[config.mk]
export PLATFORM = sky130hd
export DESIGN_NAME = phy_tst_writer
export DESIGN_NICKNAME = d
export VERILOG_FILES = /design/src/rtl/ptw_pkg.sv /design/src/rtl/ptw_phase_timer.sv /design/src/rtl/ptw_seq_fsm.sv /design/src/rtl/ptw_port_drive.sv /design/src/rtl/phy_tst_writer.sv
export SDC_FILE = /design/constraint.sdc
export NUM_CORES = 1
export LEC_CHECK = 0
export BUFFER_PORTS_ARGS = -buffer_cell sky130_fd_sc_hd__buf_2
export CAP_MARGIN = 20
export CORE_AREA = 3 3 60 62
export CTS_CLUSTER_SIZE = 10
export DETAILED_ROUTE_END_ITERATION = 8
export DIE_AREA = 0 0 63 65
export HOLD_SLACK_MARGIN = 0.15
export PLACE_DENSITY = 0.81
export SLEW_MARGIN = 40
export SYNTH_ARGS = -nofsm -noshare
export SYNTH_HDL_FRONTEND = slang
export SYNTH_SLANG_ARGS = --single-unit
export TNS_END_PERCENT = 100
[constraint.sdc]
create_clock -name clk -period 2.25 [get_ports clk]
set_clock_uncertainty 0.05 [all_clocks]
set_input_delay 0.225 -clock clk [delete_from_list [all_inputs] [get_ports clk]]
set_output_delay 0.225 -clock clk [all_outputs]
set_load 0.03 [all_outputs]
[src/rtl/ptw_pkg.sv]
package ptw_pkg;
  typedef enum logic [2:0] {
    ST_IDLE = 3'd0,
    ST_ASET = 3'd1,
    ST_AHI  = 3'd2,
    ST_ALO  = 3'd3,
    ST_DSET = 3'd4,
    ST_DHI  = 3'd5,
    ST_DLO  = 3'd6
  } ptw_state_e;

  localparam int PTW_PHASES = 6;
endpackage

[src/rtl/ptw_phase_timer.sv]
module ptw_phase_timer #(
  parameter int DIV_W = 4
) (
  input  logic             clk,
  input  logic             rst,
  input  logic             load,
  input  logic [DIV_W-1:0] load_val,
  output logic             expired
);
  logic [DIV_W-1:0] cnt;

  always_ff @(posedge clk) begin
    if (rst) begin
      cnt <= '0;
    end else if (load) begin
      cnt <= load_val;
    end else if (cnt != '0) begin
      cnt <= cnt - 1'b1;
    end
  end

  assign expired = (cnt == '0);
endmodule

[src/rtl/ptw_seq_fsm.sv]
module ptw_seq_fsm
  import ptw_pkg::*;
#(
  parameter int DIV_W = 4,
  parameter int BUS_W = 8
) (
  input  logic             clk,
  input  logic             rst,
  input  logic             req_valid,
  input  logic [BUS_W-1:0] req_addr,
  input  logic [BUS_W-1:0] req_data,
  input  logic [DIV_W-1:0] div_cfg,
  input  logic             expired,
  output ptw_state_e       state_nxt,
  output logic [BUS_W-1:0] bus_nxt,
  output logic             done_nxt,
  output logic             tmr_load,
  output logic [DIV_W-1:0] tmr_val
);
  ptw_state_e       state;
  logic [BUS_W-1:0] addr_q;
  logic [BUS_W-1:0] data_q;
  logic [DIV_W-1:0] div_q;
  logic             accept;

  assign accept = (state == ST_IDLE) && req_valid;

  always_comb begin
    state_nxt = state;
    tmr_load  = 1'b0;
    tmr_val   = div_q;
    if (accept) begin
      state_nxt = ST_ASET;
      tmr_load  = 1'b1;
      tmr_val   = div_cfg;
    end else if (state != ST_IDLE && expired) begin
      tmr_load = 1'b1;
      case (state)
        ST_ASET: state_nxt = ST_AHI;
        ST_AHI:  state_nxt = ST_ALO;
        ST_ALO:  state_nxt = ST_DSET;
        ST_DSET: state_nxt = ST_DHI;
        ST_DHI:  state_nxt = ST_DLO;
        default: state_nxt = ST_IDLE;
      endcase
    end
  end

  always_comb begin
    case (state_nxt)
      ST_ASET, ST_AHI, ST_ALO: bus_nxt = accept ? req_addr : addr_q;
      ST_DSET, ST_DHI, ST_DLO: bus_nxt = data_q;
      default:                 bus_nxt = '0;
    endcase
  end

  assign done_nxt = (state == ST_DLO) && (state_nxt == ST_IDLE);

  always_ff @(posedge clk) begin
    if (rst) begin
      state  <= ST_IDLE;
      addr_q <= '0;
      data_q <= '0;
      div_q  <= '0;
    end else begin
      state <= state_nxt;
      if (accept) begin
        addr_q <= req_addr;
        data_q <= req_data;
        div_q  <= div_cfg;
      end
    end
  end
endmodule

[src/rtl/ptw_port_drive.sv]
module ptw_port_drive
  import ptw_pkg::*;
#(
  parameter int BUS_W = 8
) (
  input  logic             clk,
  input  logic             rst,
  input  ptw_state_e       state_nxt,
  input  logic [BUS_W-1:0] bus_nxt,
  input  logic             done_nxt,
  output logic             busy,
  output logic             done,
  output logic             tst_clk,
  output logic             tst_clr,
  output logic [BUS_W-1:0] tst_bus
);
  always_ff @(posedge clk) begin
    if (rst) begin
      busy    <= 1'b0;
      done    <= 1'b0;
      tst_clk <= 1'b0;
      tst_clr <= 1'b1;
      tst_bus <= '0;
    end else begin
      busy    <= (state_nxt != ST_IDLE);
      done    <= done_nxt;
      tst_clk <= (state_nxt == ST_AHI) || (state_nxt == ST_DHI);
      tst_clr <= 1'b0;
      tst_bus <= bus_nxt;
    end
  end
endmodule

[src/rtl/phy_tst_writer.sv]
module phy_tst_writer
  import ptw_pkg::*;
#(
  parameter int DIV_W = 4,
  parameter int BUS_W = 8
) (
  input  logic             clk,
  input  logic             rst,
  input  logic             req_valid,
  input  logic [BUS_W-1:0] req_addr,
  input  logic [BUS_W-1:0] req_data,
  input  logic [DIV_W-1:0] div_cfg,
  output logic             busy,
  output logic             done,
  output logic             tst_clk,
  output logic             tst_clr,
  output logic [BUS_W-1:0] tst_bus
);
  ptw_state_e       state_nxt;
  logic [BUS_W-1:0] bus_nxt;
  logic             done_nxt;
  logic             tmr_load;
  logic [DIV_W-1:0] tmr_val;
  logic             expired;

  ptw_seq_fsm #(.DIV_W(DIV_W), .BUS_W(BUS_W)) u_fsm (
    .clk       (clk),
    .rst       (rst),
    .req_valid (req_valid),
    .req_addr  (req_addr),
    .req_data  (req_data),
    .div_cfg   (div_cfg),
    .expired   (expired),
    .state_nxt (state_nxt),
    .bus_nxt   (bus_nxt),
    .done_nxt  (done_nxt),
    .tmr_load  (tmr_load),
    .tmr_val   (tmr_val)
  );

  ptw_phase_timer #(.DIV_W(DIV_W)) u_tmr (
    .clk      (clk),
    .rst      (rst),
    .load     (tmr_load),
    .load_val (tmr_val),
    .expired  (expired)
  );

  ptw_port_drive #(.BUS_W(BUS_W)) u_drv (
    .clk       (clk),
    .rst       (rst),
    .state_nxt (state_nxt),
    .bus_nxt   (bus_nxt),
    .done_nxt  (done_nxt),
    .busy      (busy),
    .done      (done),
    .tst_clk   (tst_clk),
    .tst_clr   (tst_clr),
    .tst_bus   (tst_bus)
  );
endmodule

==> impl_metrics.tcl <==
set metrics [dict create \
    status "complete, no violations" \
    drv_slew 0 \
    period_share_pct 83.6 \
    crit_chain "or4b_1 -> buf_4 -> mux2_4 -> a22oi_1 -> nor2_1" \
    grt_pass1_vias 1278 \
    min_period_ns 1.88 \
    combPwrFrac_pct 38.6 \
    cp_top_family "simple AND/OR/NAND/NOR gates" \
    yosys.area_share.simple_pct 21.4 \
    fin_total_pwr_mw 1.96 \
    nNetsFinal 249 \
    ys_types 35 \
    cpPeakStageDelay_ns 0.48 \
    hpwl_mm 2.20 \
    cp_num_cells 5 \
    internal_power_mw 1.27 \
    wl_per_cell_um 12.7 \
    firstDrtPassIters 5 \
    setup_viol 0 \
    grt_first_pass_wirelength_mm 5.81 \
    cts_buffers 5 \
    diodes 0 \
    critPathKind "flop to flop" \
    power_switching_mw 0.695 \
    synth_edf_count 0 \
    area_delta_synth_final_pct 24.8 \
    crit_end "u_drv.tst_bus[2]" \
    die-area_um2 4100 \
    cap_violations 0 \
    r2r_slack_ns 0.37 \
    totalWireLength_mm 3.42 \
    worst_pin_slew_ns 0.677 \
    synth-compound-area-share_pct 15.2 \
    worstPathRequired_ns 2.42 \
    p_leak_nw 0.867 \
    antenna_found_initial 0 \
    synth-main-ff-cell "dfxtp_1" \
    timing.rr.end "u_drv.tst_bus[2]" \
    cts.htree.levels 2 \
    cp-start-kind "flop" \
    num_rows 20 \
    worst_hold_slack_ns 0.178 \
    ant_nets 0 \
    slew_headroom_pct 54.8 \
    viasPerCell 5.06 \
    finalSetupTns_ns 0 \
    ys_seq_area_share_pct 47.8 \
    hold_path_startpoint "req_addr[6]" \
    numPortBuffers 34 \
    r2r_cells 5 \
    synth.avg_cell_area_um2 9.34 \
    gr-total-overflow 0 \
    synth_xor_area_share_pct 1.61 \
    reg2reg_from "u_fsm.state[2]" \
    rsz0062_at_grt "false" \
    worstSetupStartpoint "u_fsm.state[2]" \
    yosys_warnings 0 \
    drc 0 \
    crit_path_end_kind "flop" \
    synth_cells 175 \
    tritoncts "yes" \
    stdcell_area_um2 2040 \
    cts-resized-gates 0 \
    p_sw_share_pct 35.4 \
    hp-class "input pin to flop" \
    drive_gt1_share_pct 26.2 \
    clk_pin_slew_ns 0.12 \
    die_h_um 65 \
    root_buffer "clkbuf_4" \
    clock_latency_ns 0.35 \
    cpMaxStageDelayCell "or4b_1" \
    chipWidth_um 63 \
    cp_max_fo 28 \
    synth_seq_cells 39 \
    power_per_cell_area_nw_per_um2 963 \
    seqPwrFrac_pct 43.5 \
    crit_buf_inv 1 \
    cp.arrival_ns 2.05 \
    place_congestion 0.732 \
    async_flop_share_pct 0 \
    grt_usage_pct 18.4 \
    grt_max_degree 40 \
    coreArea_um2 3080 \
    fmax_mhz 531 \
    vias 1360 \
    syn-num-nets 200 \
    clock_path_buffers 2 \
    initial_core_util_pct 53.1 \
    cts_setup_buffers 0 \
    placed_area_um2 1860 \
    post-synth-top-area-cell "dfxtp_1" \
    cts_hold_buf 13 \
    synth_fa_ha_area_share_pct 1.53 \
    synth.area.top_cells "dfxtp_1, mux2_4, a21oi_1" \
    clock_sinks 39 \
    n_fill_cell 278 \
    synth_top_family_by_area "simple AND/OR/NAND/NOR gates" \
    synth_top_cell_area_share_pct 47.8 \
    num_io_pins 35 \
    netlist_area_um2 1630 \
    ir_drop_uv 593 \
    clock_power_share_pct 17.9 \
    finalHoldViolations 0 \
    drtIter0Drc 84 \
    synth_mux_area_share_pct 8.65 \
]
[worst register-to-register path, cell delays in order, from the launching register on]
cell,delay [ns]
dfxtp_1,0.40
or4b_1,0.48
buf_4,0.25
mux2_4,0.34
a22oi_1,0.16
nor2_1,0.07
[cells by family after synthesis]
group	count (synthesis)
buffers and inverters	14
flip-flops	39
AO/OA/AOI/OAI	38
multiplexers	10
AND/OR/NAND/NOR	69
XOR/XNOR	3
adder cells (fa/ha/maj)	2
[worst min path at each step]
stage | endpoint | slack (ns) | cells after the start
floorplan | u_drv.tst_clr | 0.20 | 0
global placement | u_fsm.data_q[3] | 0.40 | 2
detailed placement | u_fsm.data_q[6] | 0.40 | 2
CTS | u_fsm.addr_q[6] | 0.16 | 3
global route | u_fsm.addr_q[0] | 0.18 | 3
finish | u_fsm.addr_q[6] | 0.18 | 3
[synth_stat cells, drive strengths merged (2+ instances only)]
cell type   n
a211oi      3
nand2      26
ha          2
a311oi      3
buf         5
a211o       2
inv         2
nor2       15
dfxtp      39
nor3        5
xnor2       3
clkbuf      7
mux2        9
nor3b       2
nor2b      11
a22oi       8
nand3       2
a21oi      20
[metrics by stage]
step                      setup WS (ns)  utilization, %  cells
after global routing              0.210            66.3    269
after detailed placement          0.394            60.3    248
after floorplan                   0.382               -    175
after global placement            0.449            60.3    248
after CTS                         0.378            66.3    269
final                             0.368            66.3    269
[power groups by stage]
stage	clock, mW	combinational, mW	sequential [mW]
floorplan	0	0.531	0.911
global placement	0	0.728	0.865
detailed placement	0	0.738	0.870
CTS	0.368	0.759	0.854
global route	0.399	0.850	0.869
finish	0.352	0.758	0.855
[sequential cells by signal, indices dropped and copies added, names as in the netlist]
signal	count
u_drv.tst_bus	8
u_drv.busy	1
u_drv.tst_clk	1
u_drv.done	1
u_drv.tst_clr	1
u_tmr.cnt	4
u_fsm.data_q	8
u_fsm.div_q	4
u_fsm.addr_q	8
u_fsm.state	3
[area by class of cell]
type | count | area, um2 | share of cell area, %
inverters | 2 | 7.51 | 0.368
clock inverters | 2 | 12.5 | 0.613
clock buffers | 6 | 41.3 | 2.02
repair buffers | 54 | 353 | 17.3
flip-flops and latches | 39 | 781 | 38.3
multi-input cells | 122 | 790 | 38.7
well taps | 44 | 55.1 | 2.70
[per-layer routing]
metal | part of all wire, % | GRT usage, % | routed length [um] | vias up
li1 | - | - | - | 705
met1 | 46 | 22.3 | 1560 | 619
met2 | 47 | 29.6 | 1620 | 29
met3 | 4.6 | 6.24 | 156 | 7
met4 | 2.3 | 7.71 | 79 | 0
met5 | 0 | 0 | 0 | -
[placed cells by master (no fill, tap or decap), drive strengths merged, types with 3 or more instances in the layout]
cell / Yosys / routed
a211oi: 3 / 3
a21oi: 20 / 20
a22oi: 8 / 8
a311oi: 3 / 3
buf: 5 / 41
clkbuf: 7 / 6
dfxtp: 39 / 39
dlygate4sd3: 0 / 13
mux2: 9 / 9
nand2: 26 / 26
nor2: 15 / 15
nor2b: 11 / 11
nor3: 5 / 5
xnor2: 3 / 3
Power figures use the tool's default switching activity.
